$ cat src/rtl/wfx_pkg.sv
package wfx_pkg;
  localparam int EL_W     = 2;
  localparam int TOP_EL   = (1 << EL_W) - 1;
  localparam int N_TRAP   = TOP_EL;
  localparam int HYP_EL   = 2;
  localparam int RES_W    = N_TRAP + 2;
  localparam int RES_DONE = 0;
  localparam int RES_WAIT = 1;
  localparam int RES_TRAP0 = 2;

  typedef enum logic [1:0] {
    ST_IDLE     = 2'd0,
    ST_WAIT_EVT = 2'd1,
    ST_WAIT_IRQ = 2'd2
  } wait_st_t;

  // A trap to level lvl is considered only from a lower level, with
  // extra gating for the hypervisor and monitor levels.
  function automatic logic trap_applies(input int lvl,
                                        input logic [EL_W-1:0] cur,
                                        input logic el2_on,
                                        input logic host_mode,
                                        input logic el3_present);
    logic ok;
    ok = (int'(cur) < lvl);
    if (lvl == HYP_EL) ok = ok & el2_on & ~host_mode;
    if (lvl == TOP_EL) ok = ok & el3_present;
    return ok;
  endfunction
endpackage

$ cat src/rtl/wfx_trap_select.sv
module wfx_trap_select
  import wfx_pkg::*;
(
  input  logic [EL_W-1:0]   cur_el,
  input  logic              el2_on,
  input  logic              host_mode,
  input  logic              el3_present,
  input  logic [N_TRAP-1:0] trap_en,
  output logic              trap_hit,
  output logic [N_TRAP-1:0] trap_oh
);
  logic [N_TRAP-1:0] armed;

  for (genvar g = 1; g <= N_TRAP; g++) begin : g_lvl
    assign armed[g-1] = trap_en[g-1] &
                        trap_applies(g, cur_el, el2_on, host_mode, el3_present);
  end

  // Lowest armed level wins.
  assign trap_oh  = armed & ~(armed - N_TRAP'(1));
  assign trap_hit = |armed;
endmodule

$ cat src/rtl/wfx_event_latch.sv
module wfx_event_latch (
  input  logic clk,
  input  logic rst_n,
  input  logic set_i,
  input  logic clr_i,
  output logic evt_o
);
  always_ff @(posedge clk) begin
    if (!rst_n)     evt_o <= 1'b0;
    else if (set_i) evt_o <= 1'b1;
    else if (clr_i) evt_o <= 1'b0;
  end
endmodule

$ cat src/rtl/wfx_wait_fsm.sv
module wfx_wait_fsm
  import wfx_pkg::*;
(
  input  logic              clk,
  input  logic              rst_n,
  input  logic              wfe_i,
  input  logic              wfi_i,
  input  logic              event_reg,
  input  logic              irq_pending,
  input  logic              trap_hit,
  input  logic [N_TRAP-1:0] trap_oh,
  output logic              consume,
  output logic [RES_W-1:0]  result
);
  wait_st_t         st, nxt_st;
  logic [RES_W-1:0] nxt_res;

  always_comb begin
    nxt_st  = st;
    nxt_res = '0;
    consume = 1'b0;
    unique case (st)
      ST_IDLE: begin
        if (wfe_i) begin
          if (event_reg) begin
            nxt_res[RES_DONE] = 1'b1;
            consume = 1'b1;
          end else if (trap_hit) begin
            nxt_res[RES_W-1:RES_TRAP0] = trap_oh;
          end else begin
            nxt_st = ST_WAIT_EVT;
            nxt_res[RES_WAIT] = 1'b1;
          end
        end else if (wfi_i) begin
          if (irq_pending) begin
            nxt_res[RES_DONE] = 1'b1;
          end else if (trap_hit) begin
            nxt_res[RES_W-1:RES_TRAP0] = trap_oh;
          end else begin
            nxt_st = ST_WAIT_IRQ;
            nxt_res[RES_WAIT] = 1'b1;
          end
        end
      end
      ST_WAIT_EVT: begin
        if (event_reg) begin
          nxt_st = ST_IDLE;
          nxt_res[RES_DONE] = 1'b1;
          consume = 1'b1;
        end else begin
          nxt_res[RES_WAIT] = 1'b1;
        end
      end
      ST_WAIT_IRQ: begin
        if (irq_pending) begin
          nxt_st = ST_IDLE;
          nxt_res[RES_DONE] = 1'b1;
        end else begin
          nxt_res[RES_WAIT] = 1'b1;
        end
      end
      default: nxt_st = ST_IDLE;
    endcase
  end

  always_ff @(posedge clk) begin
    if (!rst_n) begin
      st     <= ST_IDLE;
      result <= '0;
    end else begin
      st     <= nxt_st;
      result <= nxt_res;
    end
  end
endmodule

$ cat src/rtl/wfx_trap_arbiter.sv
module wfx_trap_arbiter
  import wfx_pkg::*;
(
  input  logic              clk,
  input  logic              rst_n,
  input  logic              wfe_i,
  input  logic              wfi_i,
  input  logic              sev_i,
  input  logic              sevl_i,
  input  logic [EL_W-1:0]   cur_el,
  input  logic              el2_on,
  input  logic              host_mode,
  input  logic              el3_present,
  input  logic [N_TRAP-1:0] wfe_trap_en,
  input  logic [N_TRAP-1:0] wfi_trap_en,
  input  logic              irq_pending,
  input  logic              ext_event,
  output logic [RES_W-1:0]  result,
  output logic              event_reg,
  output logic              sev_pulse
);
  logic [N_TRAP-1:0] sel_en;
  logic [N_TRAP-1:0] trap_oh;
  logic              trap_hit;
  logic              consume;

  // Wait-for-event takes precedence when both strobes arrive.
  assign sel_en = wfe_i ? wfe_trap_en : wfi_trap_en;

  wfx_trap_select u_sel (
    .cur_el      (cur_el),
    .el2_on      (el2_on),
    .host_mode   (host_mode),
    .el3_present (el3_present),
    .trap_en     (sel_en),
    .trap_hit    (trap_hit),
    .trap_oh     (trap_oh)
  );

  wfx_wait_fsm u_fsm (
    .clk         (clk),
    .rst_n       (rst_n),
    .wfe_i       (wfe_i),
    .wfi_i       (wfi_i),
    .event_reg   (event_reg),
    .irq_pending (irq_pending),
    .trap_hit    (trap_hit),
    .trap_oh     (trap_oh),
    .consume     (consume),
    .result      (result)
  );

  wfx_event_latch u_evt (
    .clk   (clk),
    .rst_n (rst_n),
    .set_i (ext_event | sevl_i),
    .clr_i (consume),
    .evt_o (event_reg)
  );

  always_ff @(posedge clk) begin
    if (!rst_n) sev_pulse <= 1'b0;
    else        sev_pulse <= sev_i;
  end
endmodule

$ cat config.mk
export PLATFORM = sky130hd
export DESIGN_NAME = wfx_trap_arbiter
export DESIGN_NICKNAME = d
export VERILOG_FILES = /design/src/rtl/wfx_pkg.sv /design/src/rtl/wfx_trap_select.sv /design/src/rtl/wfx_event_latch.sv /design/src/rtl/wfx_wait_fsm.sv /design/src/rtl/wfx_trap_arbiter.sv
export SDC_FILE = /design/constraint.sdc
export NUM_CORES = 1
export LEC_CHECK = 0
export ABC_CLOCK_PERIOD_IN_PS = 1400
export BUFFER_PORTS_ARGS = -buffer_cell sky130_fd_sc_hd__clkbuf_2
export CAP_MARGIN = 5
export CELL_PAD_IN_SITES_DETAIL_PLACEMENT = 0
export CELL_PAD_IN_SITES_GLOBAL_PLACEMENT = 1
export CORE_MARGIN = 2
export CORE_UTILIZATION = 29
export DETAILED_ROUTE_END_ITERATION = 8
export PLACE_DENSITY_LB_ADDON = 0.25
export SLEW_MARGIN = 10
export SYNTH_ARGS = -nofsm -noshare
export SYNTH_HDL_FRONTEND = slang
export SYNTH_SLANG_ARGS = --single-unit
$ cat constraint.sdc
create_clock -name clk -period 1.4 [get_ports clk]
set_input_delay 0 -clock clk [delete_from_list [all_inputs] [get_ports clk]]
set_output_delay 0 -clock clk [all_outputs]
set_load 0.05 [all_outputs]
==> results of run 1 <==
==> final timing paths <==
| check | start | endpoint | slack [ns] | cells past startpoint |
|---|---|---|---|---|
| max | u_evt.evt_o$_SDFFE_PN0P_ | u_fsm.result[1]$_SDFF_PN0_ | 0.06 | 4 |
| min reg2reg | u_fsm.st[1]$_SDFFE_PN0P_ | u_fsm.result[0]$_SDFF_PN0_ | 0.62 | 2 |
| max reg2reg | u_evt.evt_o$_SDFFE_PN0P_ | u_fsm.result[1]$_SDFF_PN0_ | 0.06 | 4 |
| min | host_mode | u_fsm.result[3]$_SDFF_PN0_ | 0.03 | 4 |
==> area by class of cell <==
type	instances	share of cell area
Clock buffer	4	0.0366
Inverter	2	0.0105
Multi-Input combinational cell	38	0.366
Sequential cell	9	0.253
Tap cell	16	0.0279
Timing Repair Buffer	36	0.307
==> report_power, final <==
part	leakage [uW]	internal (uW)	switching [uW]
Clock	0.0000150	110	95.7
Sequential	0.0000740	271	7.77
Combinational	0.000259	87.4	100
==> metrics by stage <==
step                total power [uW]  hold WS, ns
finish                           672       0.0336
global route                     712       0.0581
CTS                              665       0.0304
detailed placement               451        0.215
global placement                 452        0.207
floorplan                        396        0.114
==> Yosys cell counts, drive strengths merged <==
| master | instances |
|---|---|
| a211oi | 1 |
| a21boi | 1 |
| a21oi | 2 |
| a221oi | 1 |
| a31oi | 2 |
| a32oi | 1 |
| a41oi | 2 |
| and2 | 1 |
| and2b | 1 |
| and4b | 1 |
| buf | 2 |
| dfxtp | 9 |
| inv | 2 |
| mux2 | 2 |
| mux2i | 1 |
| nand2 | 2 |
| nand2b | 1 |
| nand3 | 2 |
| nor2 | 8 |
| nor2b | 3 |
| o21ai | 1 |
| o32ai | 1 |
| or2b | 1 |
| or3 | 1 |
| or3b | 2 |
==> cell families (layout without fill, tap and decap cells) <==
family | after synthesis | after routing | synth area share
AOI/OAI and AO/OA | 12 | 12 | 0.212
buffers and inverters | 4 | 42 | 0.0509
DFF | 9 | 9 | 0.386
muxes | 3 | 3 | 0.0697
and+or+nand+nor | 23 | 23 | 0.282
==> metal layers <==
metal	vias up	global-route usage	wire (um)
li1	260	-	-
met1	212	0.159	474
met2	26	0.179	506
met3	2	0.0286	102
met4	0	0.0909	15
met5	-	0	0
==> state kept, by name, indices dropped and copies added, names as in the netlist <==
register	count
sev_pulse	1
u_evt.evt_o	1
u_fsm.st	2
u_fsm.result	5
==> critical path, delay by kind of cell (launching register included) <==
family             cells  cell delay [ns]
AOI/OAI and AO/OA      3             0.68
and+or+nand+nor        1             0.25
DFF                    1             0.33
==> repair_timing <==
action	CTS	global route
endpoints found under the setup margin	0	2
hold endpoints to repair	4	0
hold buffers	5	0
buffers inserted	0	2
==> reports/qor.txt, run 1 <==
status -> completed
min-delay worst type -> input pin to flop
Synth area leader -> dfxtp_1
Avg Inst Size Synth -> 9.15 sq um
count of final max-slew check failures -> 0
drt first-iter violations -> 7
DRC Markers -> 0
Ports -> 26
clk_lat worst skew -> 0.26 ns
drt total wl -> 1100 um
Area Growth Syn to Fin -> 53.9%
CP max FO -> 5
drt wl/cell -> 10.5 um
Initial Utilization -> 0.310
row cnt -> 14
# fillers -> 164
antenna fix cells -> 0
synth unique cells -> 27
Final Cell Area -> 718 sq um
Max stage delay on crit path -> 0.33 ns
initial antenna violation count -> 0
first-pass GRT wire length -> 1770 um
critical path arrival -> 1.51 ns
post-cts resize count -> 0
Slew Limit Headroom -> 0.812
Cell Chain, Critical Path -> or2b_1, a211oi_4, a31oi_1, o32ai_1
H-tree depth -> 1
fin crit period -> 1.34 ns
die area -> 0.00195 sq mm
core area -> 0.00151 sq mm
Power Density -> 936 mW/mm^2
clk slew on worst S/H paths -> 0.06 ns
Root Driver -> clkbuf_4
RSZ-0062 raised after global routing -> true
final setup fails -> 0
Slew @ Worst Pin -> 0.282 ns
Worst setup SP type -> flop
most common cell after layout, fill and taps aside -> clkbuf_2
Net Count, Synth -> 70
global route total overflow -> 0
top-area cell type share of the netlist area -> 0.386
Synth Cell Area -> 467 sq um
synthesized instance count -> 51
DR vias -> 500
worst slack at placement -> 0.0481 ns
LEAKAGE -> 0.000348 uW
Pre-antenna DRT Iters -> 4
vias per cell -> 4.76
Port Buf Inserts -> 25
vias in the first global route -> 454
Placed Instances -> 94
final hold vios -> 0
worst setup margin -> 0.0564 ns
cts bufs inserted -> 3
peak supply drop -> 0.398 mV
most frequent cells in the layout -> clkbuf_2 (25), nor2_1 (8), dfxtp_1 (8)
Ys Warns -> 0
final setup TNS -> 0 ns
Die X -> 44.1 um
Die Height -> 44.1 um
ANT nets after route -> 0
CTS tree -> yes
area of the multi-input gates -> 263 sq um
GRT Util Overall -> 0.124
Post-DP HPWL -> 827 um
Placer Congestion -> 0.776
nets -> 109
register area -> 181 sq um
Area contributors post-synth -> dfxtp_1 (39%), nor2_1 (6.4%), mux2_2 (4.8%), a211oi_4 (4.3%), nor2b_1 (4.0%)
critical path class -> flop to flop
final non-filler cell total -> 105
Bufs on Longest Clock Path -> 2
post-synthesis sequential area ratio -> 0.386
period utilization -> 0.960
layout cell share with drive strength beyond 1 -> 0.461
Critical Path RT -> 1.57 ns
utilization after layout -> 0.477
largest net degree at the start of global routing -> 8
CP Capture Type -> flop
dpl cell area -> 627 sq um
Crit-path slowest cell -> dfxtp_2
max frequency -> 744 MHz
Max-cap violations -> 0
Yosys reg bits -> 9
CTS Sinks -> 9
clock skew -> 0.000422 ns
No activity file was read; power rests on OpenSTA's default activity.
==> run 2: changes to the inputs <==
ABC_CLOCK_PERIOD_IN_PS = 1250   (was 1400)
clock period = 1.25 ns   (was 1.4 ns; I/O delays follow)
==> run 2 against run 1 <==
The flow now finishes with violations (negative setup slack); register-to-register slack got worse by 0.13 ns; clock power up 12%; routed wire length rose by 8.4%; core utilization up 2.3 points; combinational power grew 19%; clock skew is 0.0061 ns higher; worst hold slack better by 0.0049 ns; via count increased by 4.8%; die area did not move; worst setup slack got worse by 0.13 ns; first-iteration DRC count grew 14%; sequential power increased by 12%; critical path type unchanged; largest cell class unchanged.
==> reports/qor.txt, run 2 (synthesized netlist as in run 1, its figures left out) <==
count of final max-slew check failures -> 0
Die Height -> 44.1 um
Final Power -> 763 uW
critical path arrival -> 1.52 ns
Pre-antenna DRT Iters -> 4
drt first-iter violations -> 8
row cnt -> 14
peak supply drop -> 0.425 mV
vias in the first global route -> 500
Power Density -> 1010 mW/mm^2
CTS Sinks -> 9
min-delay worst type -> input pin to flop
max frequency -> 756 MHz
internal power -> 531 uW
vias per cell -> 4.85
ANT nets after route -> 0
final hold vios -> 0
Largest register FFs -> 5
core area -> 0.00151 sq mm
cts bufs inserted -> 3
CP Capture Type -> flop
Worst setup SP type -> flop
CP max FO -> 5
Net Sw Frac -> 0.304
first-pass GRT wire length -> 1960 um
global route total overflow -> 0
Area Growth Syn to Fin -> 61.4%
Hold Path Cell Cnt -> 4
clock skew -> 0.00653 ns
# fillers -> 154
Max-cap violations -> 0
share of power burned in registers -> 0.408
Placer Congestion -> 0.721
drt wl/cell -> 11.0 um
Ports -> 26
layout cell share with drive strength beyond 1 -> 0.500
H-tree depth -> 1
DRC Markers -> 0
dpl cell area -> 659 sq um
GRT Util Overall -> 0.138
LEAKAGE -> 0.000364 uW
RSZ-0062 raised after global routing -> true
Die X -> 44.1 um
worst setup margin -> -0.0730 ns
largest reg by FF count -> u_fsm.result
Net Switching -> 232 uW
final setup fails -> 4
nets -> 112
antenna fix cells -> 0
fin crit period -> 1.32 ns
DR vias -> 524
Root Driver -> clkbuf_4
clock share of power -> 0.301
initial antenna violation count -> 0
most frequent cells in the layout -> clkbuf_2 (25), buf_4 (9), nor2_1 (8), dfxtp_1 (8), dlygate4sd3_1 (5)
clk slew on worst S/H paths -> 0.06 ns
Port Buf Inserts -> 25
clk_lat worst skew -> 0.27 ns
power share of the combinational group -> 0.290
Slew Limit Headroom -> 0.803
failing checks -> negative setup slack
biggest registers after layout -> u_fsm.result (5), u_fsm.st (2)
Bufs on Longest Clock Path -> 2
critical path class -> flop to flop
period utilization -> 1.06
drt total wl -> 1190 um
status -> finished with violations
Final Cell Area -> 753 sq um
worst reg2reg path depth -> 5
Critical Path RT -> 1.45 ns
die area -> 0.00195 sq mm
Slew @ Worst Pin -> 0.295 ns
largest net degree at the start of global routing -> 8
CTS tree -> yes
most common cell after layout, fill and taps aside -> clkbuf_2
Initial Utilization -> 0.310
run 2: routing by layer:
| layer | GRT usage | part of all wire |
|---|---|---|
| met5 | 0 | 0 |
| met4 | 0.0909 | 0.021 |
| met3 | 0.0449 | 0.077 |
| met2 | 0.226 | 0.48 |
| met1 | 0.150 | 0.42 |
run 2: repair_timing:
item / 4_1_cts / 5_1_grt
setup buffers: 1 / 0
resized for setup: 0 / 2
endpoints found under the hold margin: 4 / 0
hold buffers: 5 / 0
endpoints found under the setup margin: 2 / 5
pin swaps: 0 / 1
run 2: per-stage QoR:
stage | util | cells | hold WS [ns] | setup WS, ns | setup TNS [ns]
final | 0.500 | 108 | 0.0385 | -0.0730 | -0.274
after global routing | 0.500 | 108 | 0.0586 | -0.154 | -0.620
after CTS | 0.493 | 108 | 0.0360 | -0.0638 | -0.234
after detailed placement | 0.438 | 98 | 0.214 | -0.0801 | -0.159
after global placement | 0.438 | 98 | 0.207 | -0.0764 | -0.125
after floorplan | - | 51 | 0.114 | -0.0896 | -0.163
run 2: power by group through the flow:
stage / Sequential (uW) / Combinational (uW) / Clock (uW)
2_1_floorplan: 366 / 76.2 / 0
3_3_place_gp: 319 / 198 / 0
3_5_place_dp: 318 / 199 / 0
4_1_cts: 312 / 217 / 231
5_1_grt: 313 / 240 / 253
6_report: 312 / 222 / 230
run 2: worst paths after layout:
| path | start | endpoint | slack (ns) |
|---|---|---|---|
| worst max-delay path | u_evt.evt_o$_SDFFE_PN0P_ | u_fsm.st[0]$_SDFFE_PN0P_ | -0.07 |
| worst min-delay path | host_mode | u_fsm.result[3]$_SDFF_PN0_ | 0.04 |
| worst max register to register | u_evt.evt_o$_SDFFE_PN0P_ | u_fsm.st[0]$_SDFFE_PN0P_ | -0.07 |
| worst min register to register | u_fsm.st[1]$_SDFFE_PN0P_ | u_fsm.result[0]$_SDFF_PN0_ | 0.62 |
run 2: layout make-up:
cell class              instances  area [sq um]  area share
repair buffers                 39           243       0.322
inverters                       2          7.51     0.00997
flip-flops and latches          9           184       0.244
well taps                      16          20.0      0.0266
multi-input cells              38           273       0.362
clock buffers                   4          26.3      0.0349
run 2: worst max-delay path, stage by stage, from the launching register on:
cell	delay, ns
dfxtp_4	0.34
or2b_1	0.25
a211oi_4	0.29
buf_4	0.18
a41oi_1	0.11
nor2_1	0.09
